**src/rtl/flash_cmd_pkg.sv**
```systemverilog
package flash_cmd_pkg;

  typedef enum logic [2:0] {
    MODE_READ  = 3'd0,
    MODE_ASEL  = 3'd1,
    MODE_ESR   = 3'd2,
    MODE_PROG  = 3'd3,
    MODE_ERASE = 3'd4
  } bank_mode_e;

  typedef enum logic [2:0] {
    SQ_IDLE,
    SQ_UNL1,
    SQ_UNL2,
    SQ_LK1,
    SQ_LK2,
    SQ_LKRUN
  } seq_state_e;

  localparam logic [7:0] CMD_UNL1  = 8'hAA;
  localparam logic [7:0] CMD_UNL2  = 8'h55;
  localparam logic [7:0] CMD_PS    = 8'h70;
  localparam logic [7:0] CMD_ASEL  = 8'h90;
  localparam logic [7:0] CMD_LOCK  = 8'h60;
  localparam logic [7:0] CMD_RESET = 8'hF0;

  localparam int unsigned UNL_ADDR1 = 32'h555;
  localparam int unsigned UNL_ADDR2 = 32'h2AA;

endpackage

```
**src/rtl/flash_cmd_seq.sv**
```systemverilog
module flash_cmd_seq
  import flash_cmd_pkg::*;
#(
  parameter int OFS_W = 12
) (
  input  logic             clk,
  input  logic             rst,
  input  logic             wr_en_i,
  input  logic [OFS_W-1:0] wr_ofs_i,
  input  logic [7:0]       wr_data_i,
  output logic             cmd_ps_o,
  output logic             cmd_asel_o,
  output logic             cmd_lock_o,
  output logic             cmd_reset_o
);

  localparam logic [OFS_W-1:0] A1 = OFS_W'(UNL_ADDR1);
  localparam logic [OFS_W-1:0] A2 = OFS_W'(UNL_ADDR2);

  seq_state_e state_q, state_nxt;

  always_comb begin
    state_nxt   = state_q;
    cmd_ps_o    = 1'b0;
    cmd_asel_o  = 1'b0;
    cmd_lock_o  = 1'b0;
    cmd_reset_o = 1'b0;
    if (wr_en_i) begin
      if (wr_data_i == CMD_RESET) begin
        cmd_reset_o = 1'b1;
        state_nxt   = SQ_IDLE;
      end else begin
        state_nxt = SQ_IDLE;
        case (state_q)
          SQ_IDLE: begin
            if (wr_data_i == CMD_UNL1 && wr_ofs_i == A1) state_nxt = SQ_UNL1;
            else if (wr_data_i == CMD_LOCK)              state_nxt = SQ_LK1;
          end
          SQ_UNL1: begin
            if (wr_data_i == CMD_UNL2 && wr_ofs_i == A2) state_nxt = SQ_UNL2;
          end
          SQ_UNL2: begin
            if (wr_data_i == CMD_PS && wr_ofs_i == A1) cmd_ps_o   = 1'b1;
            else if (wr_data_i == CMD_ASEL)            cmd_asel_o = 1'b1;
          end
          SQ_LK1: begin
            if (wr_data_i == CMD_LOCK) state_nxt = SQ_LK2;
          end
          SQ_LK2, SQ_LKRUN: begin
            if (wr_data_i == CMD_LOCK) begin
              cmd_lock_o = 1'b1;
              state_nxt  = SQ_LKRUN;
            end
          end
          default: state_nxt = SQ_IDLE;
        endcase
      end
    end
  end

  always_ff @(posedge clk) begin
    if (rst) state_q <= SQ_IDLE;
    else     state_q <= state_nxt;
  end

  AST_ONE_STROBE: assert property (@(posedge clk) disable iff (rst)
    $onehot0({cmd_ps_o, cmd_asel_o, cmd_lock_o, cmd_reset_o}));
  AST_RESET_TO_IDLE: assert property (@(posedge clk) disable iff (rst)
    (wr_en_i && wr_data_i == CMD_RESET) |=> (state_q == SQ_IDLE));

endmodule

```
**src/rtl/flash_bank_ctrl.sv**
```systemverilog
module flash_bank_ctrl
  import flash_cmd_pkg::*;
#(
  parameter int NUM_BANKS = 2,
  parameter int BANK_W    = $clog2(NUM_BANKS)
) (
  input  logic                   clk,
  input  logic                   rst,
  input  logic                   cmd_asel_i,
  input  logic                   cmd_reset_i,
  input  logic [BANK_W-1:0]      wr_bank_i,
  input  logic [NUM_BANKS-1:0]   prog_busy_i,
  input  logic [NUM_BANKS-1:0]   erase_busy_i,
  input  logic [NUM_BANKS-1:0]   erase_susp_i,
  input  logic [NUM_BANKS-1:0]   timeout_i,
  output logic [NUM_BANKS-1:0]   asel_nxt_o,
  output logic [NUM_BANKS*3-1:0] mode_o,
  output logic [NUM_BANKS-1:0]   abort_o
);

  logic [NUM_BANKS-1:0] busy, oth_busy, asel_q, abort_nxt;

  assign busy = prog_busy_i | erase_busy_i;

  for (genvar b = 0; b < NUM_BANKS; b++) begin : g_bank
    logic       hit;
    bank_mode_e mode_nxt;

    assign oth_busy[b] = |(busy & ~(NUM_BANKS'(1) << b));
    assign hit         = (wr_bank_i == BANK_W'(b));

    always_comb begin
      asel_nxt_o[b] = asel_q[b];
      abort_nxt[b]  = 1'b0;
      if (cmd_reset_i && hit) begin
        if (!busy[b]) begin
          asel_nxt_o[b] = 1'b0;
        end else if (timeout_i[b]) begin
          asel_nxt_o[b] = 1'b0;
          abort_nxt[b]  = 1'b1;
        end
      end
      if (cmd_asel_i && hit && !busy[b] && !oth_busy[b]) asel_nxt_o[b] = 1'b1;
    end

    always_comb begin
      if (prog_busy_i[b])       mode_nxt = MODE_PROG;
      else if (erase_busy_i[b]) mode_nxt = MODE_ERASE;
      else if (asel_nxt_o[b])   mode_nxt = MODE_ASEL;
      else if (erase_susp_i[b]) mode_nxt = MODE_ESR;
      else                      mode_nxt = MODE_READ;
    end

    always_ff @(posedge clk) begin
      if (rst) begin
        asel_q[b]       <= 1'b0;
        abort_o[b]      <= 1'b0;
        mode_o[b*3 +: 3] <= MODE_READ;
      end else begin
        asel_q[b]       <= asel_nxt_o[b];
        abort_o[b]      <= abort_nxt[b];
        mode_o[b*3 +: 3] <= mode_nxt;
      end
    end

    AST_ASEL_ENTRY_GUARD: assert property (@(posedge clk) disable iff (rst)
      $rose(asel_q[b]) |-> $past(!busy[b] && !oth_busy[b]));
    AST_ABORT_ONLY_TIMEOUT: assert property (@(posedge clk) disable iff (rst)
      abort_o[b] |-> $past(busy[b] && timeout_i[b]));
    AST_PROG_WINS: assert property (@(posedge clk) disable iff (rst)
      prog_busy_i[b] |=> (mode_o[b*3 +: 3] == MODE_PROG));
  end

endmodule

```
**src/rtl/flash_sector_prot.sv**
```systemverilog
module flash_sector_prot #(
  parameter int NUM_SECTORS = 16,
  parameter int SEC_W       = $clog2(NUM_SECTORS)
) (
  input  logic                   clk,
  input  logic                   rst,
  input  logic                   cmd_lock_i,
  input  logic                   lock_set_i,
  input  logic [SEC_W-1:0]       wr_sector_i,
  input  logic                   wp_n_i,
  input  logic                   vpp_low_i,
  input  logic                   vpp_high_i,
  input  logic [SEC_W-1:0]       rd_sector_i,
  output logic                   rd_prot_o,
  output logic [NUM_SECTORS-1:0] prot_o
);

  logic [NUM_SECTORS-1:0] lock_q, lock_nxt, prot_nxt;

  always_comb begin
    lock_nxt = lock_q;
    if (cmd_lock_i) lock_nxt[wr_sector_i] = lock_set_i;
  end

  for (genvar s = 0; s < NUM_SECTORS; s++) begin : g_sec
    localparam bit BOOT = (s == 0) || (s == NUM_SECTORS - 1);
    assign prot_nxt[s] = vpp_low_i
                       | (!wp_n_i && BOOT)
                       | (!vpp_high_i && lock_nxt[s]);
  end

  assign rd_prot_o = prot_nxt[rd_sector_i];

  always_ff @(posedge clk) begin
    if (rst) begin
      lock_q <= '1;
      prot_o <= '1;
    end else begin
      lock_q <= lock_nxt;
      prot_o <= prot_nxt;
    end
  end

  AST_VPP_LOW_ALL: assert property (@(posedge clk) disable iff (rst)
    vpp_low_i |=> (&prot_o));
  AST_LOCK_ONLY_ON_CMD: assert property (@(posedge clk) disable iff (rst)
    !cmd_lock_i |=> $stable(lock_q));

endmodule

```
**src/rtl/flash_cmd_decoder.sv**
```systemverilog
module flash_cmd_decoder
  import flash_cmd_pkg::*;
#(
  parameter int          ADDR_W      = 16,
  parameter int          NUM_SECTORS = 16,
  parameter int          NUM_BANKS   = 2,
  parameter int          LOCK_BIT    = 6,
  parameter logic [7:0]  MFR_CODE    = 8'h01,
  parameter logic [7:0]  DEV_CODE    = 8'h5A
) (
  input  logic                     clk,
  input  logic                     rst,
  input  logic                     wr_en,
  input  logic [ADDR_W-1:0]        wr_addr,
  input  logic [7:0]               wr_data,
  input  logic [ADDR_W-1:0]        rd_addr,
  input  logic [NUM_BANKS-1:0]     prog_busy,
  input  logic [NUM_BANKS-1:0]     erase_busy,
  input  logic [NUM_BANKS-1:0]     erase_susp,
  input  logic [NUM_BANKS-1:0]     op_timeout,
  input  logic                     wp_n,
  input  logic                     vpp_low,
  input  logic                     vpp_high,
  output logic                     ps_on,
  output logic [NUM_BANKS*3-1:0]   bank_mode,
  output logic [NUM_BANKS-1:0]     bank_abort,
  output logic [NUM_SECTORS-1:0]   sector_prot,
  output logic                     asel_valid,
  output logic [7:0]               asel_data
);

  localparam int SEC_W   = $clog2(NUM_SECTORS);
  localparam int BANK_W  = $clog2(NUM_BANKS);
  localparam int OFS_W   = ADDR_W - SEC_W;

  logic                 cmd_ps, cmd_asel, cmd_lock, cmd_reset, rd_prot;
  logic [NUM_BANKS-1:0] asel_nxt;
  logic [SEC_W-1:0]     wr_sector, rd_sector;
  logic [BANK_W-1:0]    wr_bank, rd_bank;
  logic [OFS_W-1:0]     rd_ofs;
  logic [7:0]           rd_word;

  assign wr_sector = wr_addr[ADDR_W-1 -: SEC_W];
  assign rd_sector = rd_addr[ADDR_W-1 -: SEC_W];
  assign wr_bank   = wr_sector[SEC_W-1 -: BANK_W];
  assign rd_bank   = rd_sector[SEC_W-1 -: BANK_W];
  assign rd_ofs    = rd_addr[OFS_W-1:0];

  flash_cmd_seq #(.OFS_W(OFS_W)) i_seq (
    .clk(clk), .rst(rst), .wr_en_i(wr_en), .wr_ofs_i(wr_addr[OFS_W-1:0]),
    .wr_data_i(wr_data), .cmd_ps_o(cmd_ps), .cmd_asel_o(cmd_asel),
    .cmd_lock_o(cmd_lock), .cmd_reset_o(cmd_reset)
  );

  flash_bank_ctrl #(.NUM_BANKS(NUM_BANKS), .BANK_W(BANK_W)) i_banks (
    .clk(clk), .rst(rst), .cmd_asel_i(cmd_asel), .cmd_reset_i(cmd_reset),
    .wr_bank_i(wr_bank), .prog_busy_i(prog_busy), .erase_busy_i(erase_busy),
    .erase_susp_i(erase_susp), .timeout_i(op_timeout), .asel_nxt_o(asel_nxt),
    .mode_o(bank_mode), .abort_o(bank_abort)
  );

  flash_sector_prot #(.NUM_SECTORS(NUM_SECTORS), .SEC_W(SEC_W)) i_prot (
    .clk(clk), .rst(rst), .cmd_lock_i(cmd_lock), .lock_set_i(!wr_addr[LOCK_BIT]),
    .wr_sector_i(wr_sector), .wp_n_i(wp_n), .vpp_low_i(vpp_low),
    .vpp_high_i(vpp_high), .rd_sector_i(rd_sector), .rd_prot_o(rd_prot),
    .prot_o(sector_prot)
  );

  always_comb begin
    if (rd_ofs == OFS_W'(0))      rd_word = MFR_CODE;
    else if (rd_ofs == OFS_W'(1)) rd_word = DEV_CODE;
    else if (rd_ofs == OFS_W'(2)) rd_word = {7'd0, rd_prot};
    else                          rd_word = 8'd0;
  end

  always_ff @(posedge clk) begin
    if (rst) begin
      ps_on      <= 1'b0;
      asel_valid <= 1'b0;
      asel_data  <= 8'd0;
    end else begin
      ps_on      <= ps_on | cmd_ps;
      asel_valid <= asel_nxt[rd_bank];
      asel_data  <= asel_nxt[rd_bank] ? rd_word : 8'd0;
    end
  end

  AST_PS_STICKY: assert property (@(posedge clk) disable iff (rst)
    ps_on |=> ps_on);
  AST_NO_DATA_OUTSIDE_ASEL: assert property (@(posedge clk) disable iff (rst)
    !asel_valid |-> (asel_data == 8'd0));

endmodule

```
**config.mk**
```make
export PLATFORM = sky130hd
export DESIGN_NAME = flash_cmd_decoder
export DESIGN_NICKNAME = d
export VERILOG_FILES = /design/src/rtl/flash_cmd_pkg.sv /design/src/rtl/flash_cmd_seq.sv /design/src/rtl/flash_bank_ctrl.sv /design/src/rtl/flash_sector_prot.sv /design/src/rtl/flash_cmd_decoder.sv
export SDC_FILE = /design/constraint.sdc
export NUM_CORES = 1
export LEC_CHECK = 0
export BUFFER_PORTS_ARGS = -buffer_cell sky130_fd_sc_hd__buf_2
export CAP_MARGIN = 20
export CORE_ASPECT_RATIO = 1.25
export CORE_MARGIN = 4
export CORE_UTILIZATION = 25
export CTS_CLUSTER_SIZE = 24
export DETAILED_ROUTE_END_ITERATION = 10
export PLACE_DENSITY = 0.44
export SLEW_MARGIN = 30
export SYNTH_ARGS = -nofsm -noshare
export SYNTH_HDL_FRONTEND = slang
export SYNTH_HIERARCHICAL = 1
export SYNTH_SLANG_ARGS = --single-unit
```
**constraint.sdc**
```tcl
create_clock -name clk -period 6.7 [get_ports clk]
set_input_delay 0.67 -clock clk [delete_from_list [all_inputs] [get_ports clk]]
set_output_delay 0.67 -clock clk [all_outputs]
set_load 0.02 [all_outputs]
```
# Yosys cells after proc, flatten, opt, wreduce, memory -nomap -nowiden

Index checks and enable logic that the tools add are counted.

Mux-type cells: 51
Reduce and logical (&&, ||, !) cells: 43
Bitwise logic cells: 25
Magnitude comparators: 4
Equal/unequal tests: 15

Operators by type and width:

| kind                 | count |
|---|---|
| $mux 1               | 31 |
| $logic_and 1x1->1    | 28 |
| $eq 8x7->1 const B   | 3 |
| $eq 8x8->1 const B   | 3 |
| $mux 3               | 8 |
| $or 1x1->1           | 18 |
| $bwmux 16            | 1 |
| $mux 16              | 1 |
| $eq 12x1->1 const B  | 1 |
| $eq 12x10->1 const B | 1 |
| $eq 12x11->1 const B | 1 |
| $eq 12x2->1 const B  | 1 |
| $logic_not 12->1     | 1 |
| $mux 2               | 6 |
| $pmux 3 s4           | 1 |
| $lt 4x5->1 const B   | 2 |
| $reduce_or 3->1      | 3 |
| $reduce_or 2->1      | 4 |
| $mux 7               | 1 |
| $eq 3x2->1 const B   | 2 |
| $eq 3x3->1 const B   | 2 |
| $not 1->1            | 6 |
| $logic_not 1->1      | 5 |
| $bmux 1 s4           | 1 |
| other kinds (7)      | 7 |

Input port bits: 54
Bits in registers: 55
Output and inout bits: 34
Logic and storage cells: 154

# Logic depth before layout (Yosys ltp)

Gate-level depths: netlist of run 1.

Depth in word-level cells: 14
Gate-level depth with buffers: 11
Gate-level depth less buffers: 11

# Hierarchy

The synthesis of run 1 kept the hierarchy.

Modules (own cells, without submodules):

| module            | instances | sequential area each (um^2) | cells an instance | area each (um^2) |
|---|---|---|---|---|
| flash_sector_prot | 1         | 640.6                       | 159               | 1432.6 |
| flash_cmd_seq     | 1         | 60.1                        | 49                | 404.1 |
| flash_bank_ctrl   | 1         | 200.2                       | 38                | 380.4 |
| flash_cmd_decoder | 1         | 80.1                        | 23                | 222.7 |

# Worst setup path after synthesis of run 1

Ideal clock, no wire load.

Path type: input to register
Start point: in wr_data[1]
End point: reg asel_data[0]
Buffers on the path: 0
Stages: 11
Setup time: 0.117 ns
Slack: 3.335 ns
Data required time: 6.583 ns
Arrival time: 3.248 ns
Cell sequence: or4b_4 -> or2_1 -> nor4_1 -> nor3b_2 -> nor2b_1 -> mux2_2 -> o21a_1 -> a31oi_1 -> nand4_1 -> nor2b_1 -> nor3_2

Elaborated cells on any way between the ends: 70
Classes of those cells: eq/ne (4); mux (23); bitwise (17); reduce/logical (26)

RTL lines:

| item                           | line                    | text |
|---|---|---|
| start, declared                | flash_cmd_decoder.sv:15 | `input logic [7:0] wr_data,` |
| $eq 8x7->1                     | flash_cmd_seq.sv:50     | `if (wr_data_i == CMD_LOCK) begin` |
| $mux 1                         | flash_cmd_seq.sv:50     |  |
| $mux 1                         | flash_cmd_seq.sv:34     | `case (state_q)` |
| $mux 1 *                       | flash_cmd_seq.sv:29     | `if (wr_data_i == CMD_RESET) begin` |
| $mux 1 *                       | flash_cmd_seq.sv:28     | `if (wr_en_i) begin` |
| via cmd_lock                   | flash_cmd_decoder.sv:36 | `logic cmd_ps, cmd_asel, cmd_lock, cmd_reset, rd_prot;` |
| $mux 16 *                      | flash_sector_prot.sv:22 | `if (cmd_lock_i) lock_nxt[wr_sector_i] = lock_set_i;` |
| $logic_and 1x1->1              | flash_sector_prot.sv:29 | `\| (!vpp_high_i && lock_nxt[s]);` |
| $or 1x1->1                     | flash_sector_prot.sv:29 |  |
| $bmux 1 s4 *                   | flash_sector_prot.sv:32 | `assign rd_prot_o = prot_nxt[rd_sector_i];` |
| $mux 1 (implied by the code) * | flash_sector_prot.sv:32 |  |
| via rd_prot                    | flash_cmd_decoder.sv:36 |  |
| $mux 1 *                       | flash_cmd_decoder.sv:72 | `else if (rd_ofs == OFS_W'(2)) rd_word = {7'd0, rd_prot};` |
| $mux 7 *                       | flash_cmd_decoder.sv:71 | `else if (rd_ofs == OFS_W'(1)) rd_word = DEV_CODE;` |
| $mux 1 *                       | flash_cmd_decoder.sv:70 | `if (rd_ofs == OFS_W'(0)) rd_word = MFR_CODE;` |
| end signal, assigned           | flash_cmd_decoder.sv:84 | `asel_data <= asel_nxt[rd_bank] ? rd_word : 8'd0;` |
| end, declared                  | flash_cmd_decoder.sv:29 | `output logic [7:0] asel_data` |

The timed path passes the listed nets; every way through them passes the cells marked *. The select of a mux whose other input is x is not followed.
A chain may end at the register's enable or synchronous reset.

# Worst setup path in the final report of run 1

Ends and elaborated chain as after synthesis.

==> impl_metrics.tcl, run 1 <==
set metrics [dict create \
    max_cap_violations 0 \
    cts.repair.resized 0 \
    clock_skew_ns 0.009150 \
    initial_core_util_pct 25.52 \
    netlist_top_cells_area "dfxtp_1 40%, nand2b_1 4.6%, mux2i_1 4.5%, nor2_1 3.8%, o21ai_0 2.7%" \
    crit_type "in2reg" \
    reg2reg_depth 10 \
    routed_wl_um 6965 \
    antenna_found_initial 0 \
    setup_viol 0 \
    syn_area_per_cell_um2 9.070 \
    portBuffers 84 \
    synth_edf_count 0 \
    crit_arrival_ns 3.73 \
    cts_setup_buffers 0 \
    slew_headroom_pct 59.24 \
    grt_max_degree 33 \
    cp-end-kind "flip-flop" \
    cp-start-kind "primary input" \
    tritoncts "yes" \
    cts_root_buf "clkbuf_16" \
    die_h_um 118.5 \
    hold_end "ps_on" \
    cts_hold_buf 0 \
    antenna_left 0 \
    cts.sinks 49 \
    die_w_um 96.36 \
    hpwl_um 5356 \
    critPathLaunch "wr_data[1]" \
    yosysTopAreaCell "dfxtp_1" \
    cts_inserted_buffers 5 \
    core-area_mm2 0.009559 \
    synthFlopType "dfxtp_1" \
    vias_per_cell 4.757 \
    area_growth_pct 26.67 \
    critPathMaxFanout 5 \
    clk_pin_slew_ns 0.07 \
    first_pass_iters 4 \
    hold_path_class "reg2reg" \
    grt_pass1_wl_um 11320 \
    synth_cell_types 58 \
    clkLatencyLatePin_ns 0.29 \
    synth_seq_cells 49 \
    syn_area_mm2 0.002440 \
    r2r_end "asel_data[0]" \
    drc 0 \
    leakagePower_nw 1.215 \
    synthArstFlopShare_pct 0 \
    yosys_warnings 6 \
    hold_viol_final 0 \
    final_common_cell "buf_2" \
    timing.final.crit_share_pct 52.88 \
    status "complete, no violations" \
    place_congestion 0.8265 \
    yosysTopAreaCellShare_pct 40.21 \
    first_iter_violations 63 \
    grt_usage_pct 12.53 \
    die_area_mm2 0.01141 \
    vias 2236 \
    power-per-cell-area_mw_per_mm2 214.9 \
    placed_area_mm2 0.002920 \
    overflow 0 \
    antenna_cells 0 \
    min_path_cells 2 \
    r2r_slack_ns 4.00 \
    setup_tns_ns 0 \
    worstMarginPinSlew_ns 0.6101 \
    timing.rr.start "i_seq/state_q[2]" \
    final_cell_mix "84 x buf_2, 49 x dfxtp_1, 24 x nor2_1" \
    fmax_ghz 0.2823 \
    ys_seq_area_share_pct 40.21 \
    clock_path_buffers 2 \
    final_cell_area_mm2 0.003090 \
    drive_gt1_share_pct 32.56 \
    syn_inst 269 \
    wl_per_cell_um 14.82 \
    drv_slew 0 \
    rsz0062_at_grt "false" \
    htreeDepth 2 \
    worstPathRequired_ns 6.89 \
    pin_count 88 \
    nets 397 \
    peakVddDrop_mv 0.08859 \
    hp-start "ps_on" \
    grt_pass1_vias 2247 \
    post-route-min-period_ns 3.543 \
    rows 40 \
]
per-stage QoR:
step / hold WS, ns / instances / power [mW] / utilization (%) / setup slack [ns]
2_1_floorplan: 0.4563 / 271 / 0.3485 / - / 3.335
3_3_place_gp: 0.4519 / 462 / 0.3846 / 30.55 / 2.872
3_5_place_dp: 0.4597 / 462 / 0.3832 / 30.55 / 2.821
4_1_cts: 0.4741 / 470 / 0.6770 / 32.30 / 3.145
5_1_grt: 0.4801 / 470 / 0.6932 / 32.33 / 2.767
6_report: 0.4748 / 470 / 0.6642 / 32.33 / 3.157
routing by layer:
metal  track usage, %  share of wire, %  up-vias
met2            21.81                50       66
li1                 -                 -     1110
met4            4.123               1.8        0
met3            3.246               6.9       13
met1            14.59                41     1047
met5                0                 0        -
cells in the mapped netlist, types with 4 or more instances:
cell,instances
nor4bb_1,5
nor4_2,4
buf_4,7
o211ai_1,5
inv_1,10
nand2_1,15
nor4_1,4
nor2b_1,6
dfxtp_1,49
mux2i_1,11
or3_1,4
nand4_1,5
nor3_1,10
nor2_1,25
clkbuf_1,11
o21ai_0,13
nand2b_1,18
worst max-delay path by stage:
stage / to
after floorplan: asel_data[0]
after global placement: asel_data[0]
after detailed placement: asel_data[0]
after CTS: asel_data[0]
after global routing: asel_data[0]
final: asel_data[0]
power breakdown:
group	leakage, nW	switching (mW)	internal [mW]
Clock	0.0810	0.111	0.177
Sequential	0.400	0.00199	0.297
Combinational	0.734	0.0475	0.0295
state kept, by name (all words and copies together), names as in the netlist, 2 cells and up:
register         flops
i_prot/prot_o       16
i_banks/abort_o      2
asel_data            2
i_banks/asel_q       2
i_seq/state_q        3
i_banks/mode_o       6
i_prot/lock_q       16
kinds of logic after synthesis:
| family | Yosys count | synth area share (%) |
|---|---|---|
| AOI/OAI and AO/OA | 53 | 16.72 |
| buffers and inverters | 29 | 5.846 |
| muxes | 13 | 5.436 |
| other | 1 | 0.1537 |
| xor gates and xnor gates | 1 | 0.3590 |
| and+or+nand+nor | 123 | 31.28 |
| DFF | 49 | 40.21 |
cell type report:
cell class | count | area, um^2
clock buffers | 6 | 128.9
clock inverters | 2 | 38.79
fillers | 1042 | 6469
inverters | 10 | 37.54
multi-input cells | 193 | 1326
flip-flops and latches | 49 | 980.9
well taps | 126 | 157.7
repair buffers | 84 | 420.4
worst max-delay path: stages:
cell	delay, ns
buf_2	0.12
or4b_4	0.57
or2_1	0.25
nor4_1	0.48
nor3b_2	0.37
nor2b_1	0.20
mux2_2	0.36
o21a_1	0.17
a31oi_1	0.18
nand4_1	0.14
nor2b_1	0.16
nor3_2	0.04
(Power assumes the default switching activity.)
==> inputs of run 2 (changes only) <==
==> constraint.sdc (replaced) <==
create_clock -name clk -period 3.4 [get_ports clk]
set_input_delay 0.34 -clock clk [delete_from_list [all_inputs] [get_ports clk]]
set_output_delay 0.34 -clock clk [all_outputs]
set_load 0.02 [all_outputs]
==> run 2 against run 1 <==
Worst hold slack got worse by 0.25 ns. Global-route usage rose by 0.27 points. Core utilization up 0.37 points. Via count is 0.45% higher. Sequential share of layout area shrank 0.36 points. Die area did not move. Cell area grew 1.1%. Wire length up 1.7%. Count of clock-buffer cells in the layout is 1 higher. Worst setup slack worse by 2.8 ns. Combinational power up 100%. Register-to-register slack worse by 3.2 ns.
==> impl_metrics.tcl, run 2 (synthesis gave the netlist of run 1 again) <==
set metrics [dict create \
    crit_arrival_ns 3.24 \
    nets 401 \
    grt_pass1_vias 2246 \
    antenna_found_initial 0 \
    hpwl_um 5409 \
    status "complete, no violations" \
    clock_skew_ns 0.006817 \
    cts_setup_buffers 0 \
    grt_max_degree 32 \
    cts_root_buf "clkbuf_16" \
    fillCellCount 1045 \
    final_cells 474 \
    setup_tns_ns 0 \
    die_w_um 96.36 \
    rsz0062_at_grt "false" \
    placed_area_mm2 0.002950 \
    worstPathRequired_ns 3.58 \
    grt_pass1_wl_um 11310 \
    fin_util_pct 32.70 \
    rows 40 \
    crit_slowest_cell "or4b_4" \
    max_cap_violations 0 \
    path_delay_family "simple AND/OR/NAND/NOR gates" \
    fmax_ghz 0.3268 \
    drc 0 \
    cp-start-kind "primary input" \
    first_pass_iters 4 \
    clkLatencyLatePin_ns 0.29 \
    clock_path_buffers 2 \
    final_cell_area_mm2 0.003126 \
    reg2reg_depth 11 \
    drv_slew 0 \
    final_common_cell "buf_2" \
    overflow 0 \
    antenna_left 0 \
    hold_viol_final 0 \
    timing.final.crit_share_pct 90.01 \
    cts.repair.resized 0 \
    hp-start "rd_addr[0]" \
    die_area_mm2 0.01141 \
    holdWs_ns 0.2294 \
    wl_per_cell_um 14.94 \
    worstMarginPinSlew_ns 0.5758 \
    power-per-cell-area_mw_per_mm2 423.1 \
    peakVddDrop_mv 0.2685 \
    place_inst 466 \
    routed_wl_um 7082 \
    cp-end-kind "flip-flop" \
    pin_count 88 \
    crit_type "in2reg" \
    cts_hold_buf 0 \
    r2r_slack_ns 0.84 \
    post-route-min-period_ns 3.060 \
    hold_end "asel_data[0]" \
    leakagePower_nw 1.239 \
    finalWorstSetupSlack_ns 0.3398 \
    largest_registers "i_prot/lock_q: 16 flops, i_prot/prot_o: 16 flops, i_banks/mode_o: 6 flops" \
    place_ws_ns 0.007174 \
    drive_gt1_share_pct 33.33 \
    tritoncts "yes" \
    final_cell_mix "84 x buf_2, 49 x dfxtp_1, 24 x nor2_1" \
    first_iter_violations 71 \
    place_congestion 0.8112 \
    cts.sinks 49 \
    timing.rr.start "i_seq/state_q[2]" \
    crit_path_max_incr_delay_ns 0.57 \
    r2r_end "asel_data[0]" \
    setup_viol 0 \
    die_h_um 118.5 \
    slew_headroom_pct 61.57 \
    worstPathCellList "buf_2 -> or4b_4 -> or2_1 -> nor4_1 -> buf_4 -> nor3b_2 -> nor2b_1 -> mux2_2 -> o21a_1 -> a31oi_1 -> nand4_1 -> nor2b_1 -> nor3_2" \
    finalPower_mw 1.322 \
    hold_path_class "in2reg" \
    initial_core_util_pct 25.52 \
    crit_buf_inv 2 \
    portBuffers 84 \
    critPathMaxFanout 5 \
    cpMostUsedCell "nor2b_1" \
    vias 2246 \
    htreeDepth 2 \
    grt_usage_pct 12.80 \
    min_path_cells 2 \
    clk_pin_slew_ns 0.06 \
    antenna_cells 0 \
    vias_per_cell 4.738 \
    cts_inserted_buffers 5 \
    core-area_mm2 0.009559 \
    area_growth_pct 28.10 \
]
==> run 2: worst max-delay path by stage <==
stage / to / from / depth (start not counted)
after CTS: asel_data[0] / wr_data[1] / 13
final: asel_data[0] / wr_data[1] / 13
after floorplan: asel_data[0] / wr_data[1] / 11
after global routing: asel_data[0] / wr_data[1] / 13
after detailed placement: asel_data[0] / wr_data[1] / 13
after global placement: asel_data[0] / wr_data[1] / 13
==> run 2: layout make-up <==
class	count	area, um^2	share of cell area, %
Clock buffer	7	142.6	4.564
Clock inverter	1	30.03	0.9608
Inverter	10	37.54	1.201
Multi-Input combinational cell	193	1326	42.43
Sequential cell	49	980.9	31.39
Tap cell	126	157.7	5.044
Timing Repair Buffer	88	450.4	14.41
==> run 2: power breakdown <==
| group | internal [mW] | switching [mW] |
|---|---|---|
| clock network | 0.368 | 0.210 |
| logic | 0.0596 | 0.0949 |
| registers | 0.586 | 0.00408 |
| total | 1.01 | 0.309 |
==> run 2: metal layers <==
metal / global-route usage, % / share of wire, %
met1: 14.98 / 41
met5: 0 / 0
met3: 3.246 / 6.7
met2: 21.68 / 50
met4: 5.351 / 2.3
